**src/rtl/dphy_seq_pkg.sv**
```systemverilog
package dphy_seq_pkg;

    typedef enum logic [2:0] {
        ST_IDLE,
        ST_CLK_ON,
        ST_PWR_ON,
        ST_SETTLE,
        ST_POLL,
        ST_GAP,
        ST_READY,
        ST_FAIL
    } seq_state_t;

    localparam int CTL_W  = 3;
    localparam int STAT_W = 3;

    // control bit encodings as seen by the PHY
    localparam logic [CTL_W-1:0] CTL_OFF  = 3'b000;
    localparam logic [CTL_W-1:0] CTL_CLK  = 3'b100;
    localparam logic [CTL_W-1:0] CTL_PWR  = 3'b101;
    localparam logic [CTL_W-1:0] CTL_FULL = 3'b111;

    // status bits that count as "ready": lock (0) and clock-lane stop (2)
    localparam logic [STAT_W-1:0] STAT_OK_MASK = 3'b101;

endpackage

```
**src/rtl/dphy_seq_timer.sv**
```systemverilog
module dphy_seq_timer #(
    parameter int W = 8
) (
    input  logic         clk,
    input  logic         rst_n,
    input  logic         load,
    input  logic [W-1:0] load_val,
    output logic         expired
);

    logic [W-1:0] cnt;

    always_ff @(posedge clk or negedge rst_n) begin
        if (!rst_n)
            cnt <= '0;
        else if (load)
            cnt <= load_val;
        else if (cnt != '0)
            cnt <= cnt - 1'b1;
    end

    assign expired = (cnt == '0);

endmodule

```
**src/rtl/dphy_seq_tries.sv**
```systemverilog
module dphy_seq_tries #(
    parameter int MAX_TRIES = 100
) (
    input  logic clk,
    input  logic rst_n,
    input  logic clear,
    input  logic bump,
    output logic last
);

    localparam int CW = $clog2(MAX_TRIES + 1);

    logic [CW-1:0] cnt;

    always_ff @(posedge clk or negedge rst_n) begin
        if (!rst_n)
            cnt <= '0;
        else if (clear)
            cnt <= '0;
        else if (bump)
            cnt <= cnt + 1'b1;
    end

    assign last = (cnt == CW'(MAX_TRIES - 1));

endmodule

```
**src/rtl/dphy_pwrup_seq.sv**
```systemverilog
module dphy_pwrup_seq
    import dphy_seq_pkg::*;
#(
    parameter int STAGE_CYC    = 100,
    parameter int SETTLE_CYC   = 100000,
    parameter int POLL_GAP_CYC = 100,
    parameter int MAX_TRIES    = 100
) (
    input  logic        clk,
    input  logic        rst_n,
    input  logic        start_req,
    input  logic        stop_req,
    input  logic [2:0]  phy_status,
    output logic [2:0]  phy_ctl,
    output logic        ready,
    output logic        timed_out
);

    localparam int LONG_A = (STAGE_CYC > POLL_GAP_CYC) ? STAGE_CYC : POLL_GAP_CYC;
    localparam int LONGEST = (SETTLE_CYC > LONG_A) ? SETTLE_CYC : LONG_A;
    localparam int TMR_W = $clog2(LONGEST + 1);

    localparam logic [TMR_W-1:0] STAGE_LD  = TMR_W'(STAGE_CYC - 1);
    localparam logic [TMR_W-1:0] SETTLE_LD = TMR_W'(SETTLE_CYC - 1);
    localparam logic [TMR_W-1:0] GAP_LD    = TMR_W'(POLL_GAP_CYC - 1);

    seq_state_t       state, nxt;
    logic             tmr_load, tmr_done;
    logic [TMR_W-1:0] tmr_val;
    logic             try_clr, try_bump, try_last;
    logic             stat_ok;

    assign stat_ok = |(phy_status & STAT_OK_MASK);

    dphy_seq_timer #(.W(TMR_W)) i_timer (
        .clk      (clk),
        .rst_n    (rst_n),
        .load     (tmr_load),
        .load_val (tmr_val),
        .expired  (tmr_done)
    );

    dphy_seq_tries #(.MAX_TRIES(MAX_TRIES)) i_tries (
        .clk   (clk),
        .rst_n (rst_n),
        .clear (try_clr),
        .bump  (try_bump),
        .last  (try_last)
    );

    // next state and timer/counter control
    always_comb begin
        nxt      = state;
        tmr_load = 1'b0;
        tmr_val  = '0;
        try_clr  = 1'b0;
        try_bump = 1'b0;
        if (stop_req) begin
            nxt = ST_IDLE;
        end else begin
            unique case (state)
                ST_IDLE: if (start_req) begin
                    nxt      = ST_CLK_ON;
                    tmr_load = 1'b1;
                    tmr_val  = STAGE_LD;
                end
                ST_CLK_ON: if (tmr_done) begin
                    nxt      = ST_PWR_ON;
                    tmr_load = 1'b1;
                    tmr_val  = STAGE_LD;
                end
                ST_PWR_ON: if (tmr_done) begin
                    nxt      = ST_SETTLE;
                    tmr_load = 1'b1;
                    tmr_val  = SETTLE_LD;
                end
                ST_SETTLE: if (tmr_done) begin
                    nxt     = ST_POLL;
                    try_clr = 1'b1;
                end
                ST_POLL: begin
                    if (stat_ok) begin
                        nxt = ST_READY;
                    end else if (try_last) begin
                        nxt = ST_FAIL;
                    end else begin
                        nxt      = ST_GAP;
                        tmr_load = 1'b1;
                        tmr_val  = GAP_LD;
                        try_bump = 1'b1;
                    end
                end
                ST_GAP: if (tmr_done) nxt = ST_POLL;
                ST_READY: nxt = ST_READY;
                ST_FAIL:  nxt = ST_FAIL;
                default:  nxt = ST_IDLE;
            endcase
        end
    end

    // state register
    always_ff @(posedge clk or negedge rst_n) begin
        if (!rst_n)
            state <= ST_IDLE;
        else
            state <= nxt;
    end

    // outputs decoded from state
    always_comb begin
        phy_ctl   = CTL_OFF;
        ready     = 1'b0;
        timed_out = 1'b0;
        unique case (state)
            ST_IDLE:   phy_ctl = CTL_OFF;
            ST_CLK_ON: phy_ctl = CTL_CLK;
            ST_PWR_ON: phy_ctl = CTL_PWR;
            ST_SETTLE, ST_POLL, ST_GAP: phy_ctl = CTL_FULL;
            ST_READY: begin
                phy_ctl = CTL_FULL;
                ready   = 1'b1;
            end
            ST_FAIL: begin
                phy_ctl   = CTL_FULL;
                timed_out = 1'b1;
            end
            default: phy_ctl = CTL_OFF;
        endcase
    end

endmodule

```
**config.mk**
```make
export PLATFORM = sky130hd
export DESIGN_NAME = dphy_pwrup_seq
export DESIGN_NICKNAME = d
export VERILOG_FILES = /design/src/rtl/dphy_seq_pkg.sv /design/src/rtl/dphy_seq_timer.sv /design/src/rtl/dphy_seq_tries.sv /design/src/rtl/dphy_pwrup_seq.sv
export SDC_FILE = /design/constraint.sdc
export NUM_CORES = 1
export LEC_CHECK = 0
export BUFFER_PORTS_ARGS = -buffer_cell sky130_fd_sc_hd__buf_4
export CORE_UTILIZATION = 54
export DETAILED_ROUTE_END_ITERATION = 6
export GPL_ROUTABILITY_DRIVEN = 0
export GPL_TIMING_DRIVEN = 0
export PLACE_DENSITY = 0.77
export SYNTH_ARGS = -nofsm -noshare
export SYNTH_HDL_FRONTEND = slang
export SYNTH_SLANG_ARGS = --single-unit
```
**constraint.sdc**
```tcl
create_clock -name clk -period 2.1 [get_ports clk]
set_input_delay 0.21 -clock clk [delete_from_list [all_inputs] [get_ports clk]]
set_output_delay 0.21 -clock clk [all_outputs]
set_load 0.05 [all_outputs]
```
Word-level counts from Yosys, hierarchy flattened:

Cells that the tools add are included.

* register bits: 27
* output and inout bits: 5
* word-level logic and storage cells: 59

* add/sub/neg operators: 2
* equality and inequality tests: 12
* mux-type cells: 32
* reductions and logical operators: 10

Operator list (count)
* $mux 17: 4
* $pmux 17 s4: 1
* $mux 7: 6
* $pmux 3 s7: 1
* $logic_not 17->1: 1
* $reduce_bool 17->1: 1
* $sub 17x1->17 const B: 1
* $mux 3: 5
* $eq 3x3->1 const B: 4
* $pmux 3 s4: 1
* $mux 1: 11
* $add 7x1->7 const B: 1
* $eq 7x7->1 const B: 1
* $eq 3x2->1 const B: 2
* $ne 3x2->1 const B: 2
* $reduce_or 2->1: 3
* $reduce_or 5->1: 1
* $mux 2: 2
* $reduce_and 4->1: 1
* $reduce_bool 2->1: 2
* $eq 3x1->1 const B: 1
* $logic_not 3->1: 1
* $ne 3x1->1 const B: 1
* $ne 3x3->1 const B: 1
* $pmux 1 s3: 1

Logic depth before layout (Yosys ltp):

Gate-level depths: netlist (run 1).

* word-level depth: 7
* gate-level depth with buffers: 9

Hierarchy:

From an unflattened synthesis (run 1), not the netlist that was laid out.

* cell total of the unflattened synthesis: 181
* area, all modules: 1691.6 sq um

Modules (own cells, without submodules)
* dphy_seq_timer: times used 1, cells each 109, area an instance 1033.5 sq um, sequential area each 425.4 sq um
* dphy_pwrup_seq: times used 1, cells each 41, area an instance 331.6 sq um, sequential area each 75.1 sq um
* dphy_seq_tries: times used 1, cells each 31, area an instance 326.6 sq um, sequential area each 175.2 sq um

Worst setup path after synthesis (run 1):

No wires, ideal clock.

* path type: reg-to-reg
* from: register i_timer.cnt[5]
* to: register i_timer.cnt[15]
* setup time: 0.087 ns
* data arrival time: 2.007 ns
* required time: 2.013 ns
* setup slack: 0.007 ns
* cell stages (with the launch flop): 6
* buffers on the path: 0
* period minus slack after synthesis: 2.093 ns
* cell sequence: dfrtp_1 > or4_4 > or3_4 > or4_1 > o211a_1 > a211oi_2

* word-level cells in the longest chain between the ends: 5
* elaborated cells between the ends (all ways): 12

RTL lines
* start: declaration: line dphy_seq_timer.sv:11 `logic [W-1:0] cnt;`
* start signal: assignment: line dphy_seq_timer.sv:17 `cnt <= load_val;`
* start signal: assignment: line dphy_seq_timer.sv:19 `cnt <= cnt - 1'b1;`
* branches (longest 5 deep; another with $sub 17x1->17)

Parallel ways; which one is timed is not known. The select of a mux whose other input is x is not followed.
A chain may end at the register's enable or synchronous reset.

Worst setup path after layout (run 1):

* from: register i_timer.cnt[3]
* to: register i_timer.cnt[15]

The elaborated chain is that of the path after synthesis.

==> results of run 1 <==
-- path summary, 6_finish.rpt --
check                                  endpoint  slack, ns  cells past startpoint
worst min-delay path                   state[0]       0.08                      2
worst min register to register   i_tries.cnt[6]       0.56                      2
max in group asynchronous        i_tries.cnt[2]       1.52                      2
min in group asynchronous       i_timer.cnt[12]       0.32                      2
worst max-delay path            i_timer.cnt[15]       0.02                      5
worst max register to register  i_timer.cnt[15]       0.02                      5
-- layout make-up --
cell class | count | share of cell area [%]
repair buffers | 24 | 9.19
inverters | 5 | 0.945
well taps | 31 | 1.95
plain buffers | 6 | 1.83
clock buffers | 4 | 1.32
flip-flops and latches | 27 | 34.0
multi-input cells | 147 | 50.8
-- synth_stat cells (2+ instances only) --
| cell | instances | area, sq um |
|---|---|---|
| sky130_fd_sc_hd__nor4_1 | 6 | 37.5 |
| sky130_fd_sc_hd__nand4_1 | 3 | 18.8 |
| sky130_fd_sc_hd__o21ai_0 | 3 | 15.0 |
| sky130_fd_sc_hd__nand2_1 | 20 | 75.1 |
| sky130_fd_sc_hd__nor2_1 | 25 | 93.8 |
| sky130_fd_sc_hd__xor2_1 | 9 | 78.8 |
| sky130_fd_sc_hd__or3_1 | 4 | 25.0 |
| sky130_fd_sc_hd__inv_1 | 5 | 18.8 |
| sky130_fd_sc_hd__and2_1 | 4 | 25.0 |
| sky130_fd_sc_hd__nor3b_1 | 2 | 15.0 |
| sky130_fd_sc_hd__nand3_1 | 12 | 60.1 |
| sky130_fd_sc_hd__nor3_1 | 3 | 15.0 |
| sky130_fd_sc_hd__or4_4 | 2 | 22.5 |
| sky130_fd_sc_hd__a31oi_1 | 4 | 25.0 |
| sky130_fd_sc_hd__dfrtp_1 | 27 | 676 |
| sky130_fd_sc_hd__ha_1 | 3 | 37.5 |
| sky130_fd_sc_hd__clkbuf_1 | 5 | 18.8 |
| sky130_fd_sc_hd__nor2b_1 | 2 | 12.5 |
| sky130_fd_sc_hd__buf_2 | 2 | 10.0 |
| sky130_fd_sc_hd__o41ai_1 | 2 | 17.5 |
| sky130_fd_sc_hd__mux2i_1 | 5 | 50.1 |
| sky130_fd_sc_hd__a21oi_1 | 4 | 20.0 |
| sky130_fd_sc_hd__xnor2_1 | 9 | 78.8 |
| sky130_fd_sc_hd__and3_1 | 4 | 25.0 |
-- through the flow --
stage | instance area, sq um | instances | worst slack (ns) | hold slack, ns
6_report | 1990 | 244 | 0.0244 | 0.0786
5_1_grt | 1990 | 244 | -0.0417 | 0.0757
4_1_cts | 1930 | 241 | -0.00187 | 0.0722
3_5_place_dp | 1800 | 228 | -0.160 | 0.142
3_3_place_gp | 1800 | 228 | -0.141 | 0.137
2_1_floorplan | 1690 | 187 | 0.00663 | -0.0856
-- flip-flops by register name, summed over array words and instances (netlist names) --
| register | flops |
|---|---|
| i_timer.cnt | 17 |
| i_tries.cnt | 7 |
| state | 3 |
-- repair_timing --
item,in CTS,in global routing
gates resized for setup,7,6
hold buffers,1,0
hold endpoints to repair,27,0
pin swaps,4,5
endpoints found under the setup margin,18,20
buffers inserted,9,4
-- cell families after synthesis --
family / after synthesis / synth area share [%]
fa+ha+maj: 3 / 2.22
compound gates: 24 / 11.3
buf+inv: 13 / 3.48
xor+xnor: 18 / 9.33
simple gates: 97 / 30.7
mux: 5 / 2.96
flops: 27 / 40.0
-- placed cells by master, fill, tap and decap left out, types with 2 or more instances in the layout --
master	count
sky130_fd_sc_hd__clkbuf_4	3
sky130_fd_sc_hd__nor2_1	25
sky130_fd_sc_hd__inv_1	5
sky130_fd_sc_hd__or4_4	3
sky130_fd_sc_hd__dfrtp_1	27
sky130_fd_sc_hd__buf_4	24
sky130_fd_sc_hd__mux2i_1	5
sky130_fd_sc_hd__xnor2_1	9
sky130_fd_sc_hd__nand2_1	20
sky130_fd_sc_hd__nor3_1	3
sky130_fd_sc_hd__xor2_1	9
sky130_fd_sc_hd__or3_1	4
sky130_fd_sc_hd__and3_1	4
sky130_fd_sc_hd__and2_1	5
sky130_fd_sc_hd__ha_1	3
sky130_fd_sc_hd__clkbuf_1	3
sky130_fd_sc_hd__nand3_1	12
sky130_fd_sc_hd__o41ai_1	2
sky130_fd_sc_hd__o21ai_0	3
sky130_fd_sc_hd__nor2b_1	2
sky130_fd_sc_hd__nand4_1	3
sky130_fd_sc_hd__a31oi_1	4
sky130_fd_sc_hd__a21oi_1	4
sky130_fd_sc_hd__nor4_1	4
-- layer usage --
layer	global-route usage [%]	part of all wire, %	vias up	wire length (um)
li1	-	-	716	-
met1	32.7	45	716	1660
met2	38.8	50	51	1850
met3	2.90	5.1	2	191
met4	9.52	0.46	0	17
met5	0	0	-	0
-- power by group through the flow --
stage | clock network (mW) | logic (mW) | registers [mW]
CTS | 0.231 | 0.537 | 0.665
global placement | 0 | 0.421 | 0.694
floorplan | 0 | 0.346 | 0.678
finish | 0.229 | 0.585 | 0.676
detailed placement | 0 | 0.434 | 0.699
global route | 0.247 | 0.649 | 0.685
==> results.txt, run 1 <==
* Number of vias per cell after detailed routing: around 6
- Summed over all failing endpoints, the final setup total negative slack is 0 ns.
- RSZ-0062 raised after global routing: true
- The first global-routing pass estimated slightly above 6 mm of wire.
- Area enclosed by the die boundary: approximately 0.0034 sq mm
* Ys Warns: 0
- Counting flops with an async set or reset pin after synthesis yields a share of 100%.
- Share of total power in sequential cells: approximately 45%
- Power density over cell area: about 750 mW/mm^2
- Chain of cells forming the critical path: or4_4 > or3_4 > or4_4 > o211a_1 > a211oi_2
- Summed over all cells, the static leakage comes to around 0.94 nW.
* Number of diodes: 0
- Final wirelength: 3.72 mm
- In the routed design, unresolved DRC markers number 2.
- Gr usage total: 23.9%
- Starting density of the core: between 50% and 60%
* Die span in y: 57.9 um
- Initial antenna violation count: 0
* CTS H-tree depth: 1
- Most used flip-flop cell after synthesis: sky130_fd_sc_hd__dfrtp_1
* Placement row count: 19
* Final slew viol count: 0
- The layout has 234 filler cells.
- Period utilisation layout: 98.8%
* Sinks on Clock Net: 27
- Combinational cells account for 39.3% of the total power.
- The cell that appears most often on the critical path is sky130_fd_sc_hd__or4_4.
* Critical Path Source: i_timer.cnt[3]
* Area of the placeable core: 0.00285 sq mm
* Buffer depth of the longest clock path: 2
- TritonCTS built the clock tree.
- Mean routed wirelength per cell: 15.2 um
* Failing checks: design-rule violations
- Worst flop-to-flop path startpoint: i_timer.cnt[3]
- Entering global routing, the biggest net connects 28 pins.
- DRT antenna net count: 0
* Cell internal pwr: roughly 0.94 mW
- Average cell area after synthesis: about 9.0 sq um
* Max stage delay on crit path: 0.57 ns
- STA classifies the critical path endpoint as a flip-flop.
* Worst endpoint required time: 2.35 ns
- The post-route netlist has a little over a fifth of its cells at a drive strength greater than 1.
- Max Fclk: around 480 MHz
- Synthesis produced a netlist whose cell count is 187.
- Port bufs: 10
* Number of storage elements in the synthesis netlist: 27
- Tightest Hold Check Type: in -> reg
* Beginning of the worst hold path: stop_req
- Final layout net count: 224
- Post-layout total power: around 1.5 mW
- Per report_power, the clock group accounts for 15.3% of the total.
* Iter 0 DRT Violations: 110
- The final hold violation count was 0.
- The share of the Yosys chip area taken by registers is 40.0%.
* FF+latch area: 676 sq um
* Setup Crit Path Kind: reg -> reg
- Growth of design area from synthesis to finish: 17.6%
- Max-cap violations: 0
* Final Critical Period: 2.08 ns
- IO Pins: 12
- Worst path arrival time: 2.33 ns
- Setup violations remaining at the end of the flow were counted as 0.
* Clock input transition at the sequential cells of the worst setup and hold paths: 0.15 ns
- In this run, synthesis inferred 0 flip-flops with an integrated enable.
- Floorplan die width: 57.9 um
* Status: finished with violations
- After global routing the overflow that remains totals 0.
- Routed via count: 1485
* Switching pwr: 0.555 mW
* Final core utilization: approximately 70%
- DPL Wire Length: 2.47 mm
- Worst setup skew after layout: 0.00297 ns
- The slowest stage of the critical path belongs to the cell sky130_fd_sc_hd__or4_4.
- Number of iterations in the first detailed-routing pass: 6
- Cell variety after synth: 46
* Clock root buffer: sky130_fd_sc_hd__clkbuf_4
* Synthesized netlist net count: 197
- VDD sags by at most ~0.00046 V.
* Max FO, Critical Path: 4
- Clock latency on the worst-skew pair: 0.32 ns
- The critical path contains buffers and inverters numbering 0 combined.
* Number of global-route vias before repair: about 1.4k
- In this run switching power makes up 37.2% of total power.
* CTS Buf Count: 3
- Footprint of the multi-input gates: 0.00101 sq mm
- Actual slew at the worst max-slew pin: 0.537 ns
* Worst Setup Start Kind: flip-flop
- Syn Std Cell Area: approximately 0.0017 sq mm
- Broken down by cell family, the worst path's largest delay share belongs to simple AND/OR/NAND/NOR gates.
- In this run the tightest slew margin relative to its limit is 63.8%.
(Power assumes the default switching activity.)
==> run 2, diff against run 1 <==
- CORE_UTILIZATION: 54 -> 40
- PLACE_DENSITY: 0.77 -> 0.61
==> results.txt, run 2 (synthesized netlist as in run 1, its figures left out) <==
* Beginning of the worst hold path: stop_req
- Maximum number of pins on one net before global-route repair: 28
- The number of antenna violations at the first check in global routing is 0.
- At the pin with the least slew margin, the transition time is 0.549 ns.
* CTS tree: yes
* Headroom to the max-slew limit: 63.0%
* Global-route wire length before repair: ~6.5 mm
- CTS Buf Count: 3
- The detailed router finished its first iteration with 95 violations.
- DPL Wire Length: 2.69 mm
* Placement row count: 23
- Final layout net count: 229
- Final slew viol count: 0
- No sink is reached through more buffers than the 2 on the longest clock path.
* Worst flop-to-flop path startpoint: i_timer.cnt[5]
- The signal on the critical path passes through or4_4 > or3_4 > or4_1 > o211a_1 > a211oi_2.
- Number of global-route vias before repair: 1405
- The floorplan step set the die height to 67.0 um.
- Ranked by flip-flop count, first place goes to i_timer.cnt.
* Max Fclk: ~470 MHz
- Adding up every negative setup slack in the final design gives -0.00700 ns.
- Power density over cell area: 770 mW/mm^2
* Final wirelength: 4.08 mm
* Setup Crit Path Kind: reg -> reg
- Data on the critical path arrives at its endpoint at 2.31 ns.
* DRT antenna net count: 0
* Clock input transition at the sequential cells of the worst setup and hold paths: roughly 0.10 ns
- Growth of design area from synthesis to finish: 23.3%
- Critical-path top delay cell: sky130_fd_sc_hd__or4_4
- RSZ-0062 raised after global routing: true
- Tightest Hold Check Type: in -> reg
- The pre-antenna-repair detailed-routing pass consisted of 4 iterations.
* Worst setup skew after layout: 0.00417 ns
- Across every metal layer, demand over resource in global routing totals between 10% and 20%.
* Port bufs: 10
- Clock latency on the worst-skew pair: 0.28 ns
* Period utilisation layout: 100%
- Among cell families on the critical path, the largest total delay comes from simple AND/OR/NAND/NOR gates.
- Total of endpoints with negative setup slack in the final report: 1
* Layout cell share with drive strength beyond 1: 26.1%
- The number of antenna diodes in the final layout is 0.
- In this design, the stage delay of the slowest critical-path cell is between 0.5 and 0.6 ns.
- Area of the placeable core: 0.00403 sq mm
* Most frequent standard cell in the layout excluding fill and tap cells: sky130_fd_sc_hd__buf_4
- The detailed router placed approximately 1.5k vias in this run.
* Max reg flops: 17
* Area enclosed by the die boundary: between 0.004 and 0.005 sq mm
* Status: finished with violations
- Final number of hold-violating endpoints: 0
* Worst IR Drop VDD: 0.000306 V
* Drc violations: 0
- In the layout the commonest cells are sky130_fd_sc_hd__buf_4, sky130_fd_sc_hd__dfrtp_1, sky130_fd_sc_hd__nor2_1.
- The floorplan step set the die width to 67.0 um.
- CP endpoint kind: flip-flop
- Global routing finished with a remaining overflow of 0.
- Sinks on Clock Net: 27
- The tightest hold path in the finished design has a slack of 0.141 ns.
- In the final layout, flip-flops and latches occupy 677 sq um.
* Failing checks: negative setup slack
- Final Critical Period: 2.11 ns
- Max-cap violations in this run came to 0.
- Footprint of the multi-input gates: 0.00102 sq mm
* Clock root buffer: sky130_fd_sc_hd__clkbuf_8
- Leakage component of the power: 0.965 nW
- Worst endpoint required time: ~2.3 ns
- Of all nets on the critical path, the largest fanout is 4.
- Critical Path Source: i_timer.cnt[5]
- Final non-filler cell total: 268
- Mean routed wirelength per cell: 15.2 um
- Worst Setup Start Kind: flip-flop
- Worst path setup slack after routing: -0.00700 ns
* IO Pins: 12
* Largest registers ranked by flip-flop count: i_timer.cnt x17, i_tries.cnt x7, state x3
* Number of vias per cell after detailed routing: 5.53
* CP Buf/Inv Count: 0
- Fill cell instance count of the final layout: 382
- CTS built an H-tree with a depth of 1.
* Cell total after placement: around 250
- Starting density of the core: about two fifths
==> run 2: changes by cell type in the layout (fill, tap and decap cells not counted), moves of 3 or more <==
cell,delta
sky130_fd_sc_hd__nand3_2,+3
sky130_fd_sc_hd__clkbuf_4,-3
sky130_fd_sc_hd__buf_4,+6
sky130_fd_sc_hd__nand3_1,-3
sky130_fd_sc_hd__clkbuf_8,+3
==> run 2: report_power, final <==
part | switching [mW] | leakage, nW | internal [mW]
Combinational | 0.320 | 0.586 | 0.291
Sequential | 0.0904 | 0.356 | 0.594
Clock | 0.172 | 0.0228 | 0.136
==> run 2: final timing paths <==
path | slack, ns | cells after the start | endpoint
min reg2reg | 0.55 | 2 | i_tries.cnt[5]
max in group asynchronous | 1.43 | 2 | i_timer.cnt[8]
min | 0.14 | 2 | state[1]
max | -0.007 | 5 | i_timer.cnt[15]
max reg2reg | -0.007 | 5 | i_timer.cnt[15]
min in group asynchronous | 0.38 | 2 | i_timer.cnt[12]
==> run 2: cell type report <==
type	count	area share, %
buffer	5	1.50
clock buffer	4	2.16
inverter	5	0.901
multi-input combinational	147	49.0
sequential	27	32.5
tap	50	3.00
timing repair buffer	30	10.9
==> run 2: stage by stage <==
stage | util, % | instance area, sq um | setup WS [ns] | power (mW)
finish | 51.7 | 2080 | -0.00700 | 1.60
global route | 51.7 | 2080 | -0.0772 | 1.69
CTS | 48.2 | 1940 | -0.00203 | 1.51
detailed placement | 45.3 | 1830 | -0.225 | 1.14
global placement | 45.3 | 1830 | -0.161 | 1.12
floorplan | - | 1690 | 0.00663 | 1.02
==> run 2: repair_timing <==
| action | 4_1_cts | 5_1_grt |
|---|---|---|
| gates resized for setup | 6 | 12 |
| hold buffers | 1 | 0 |
| endpoints found under the hold margin | 27 | 0 |
| setup endpoints to repair | 20 | 25 |
| gates cloned | 0 | 0 |
| buffers inserted | 5 | 14 |
| pin swaps | 3 | 5 |
==> run 2: routing by layer <==
metal  up-vias  part of all wire (%)  GRT usage (%)
met4         0                   1.3           5.32
met2        17                    50           32.8
met3         7                   1.7           2.05
li1        728                     -              -
met5         -                     0              0
met1       730                    47           24.9
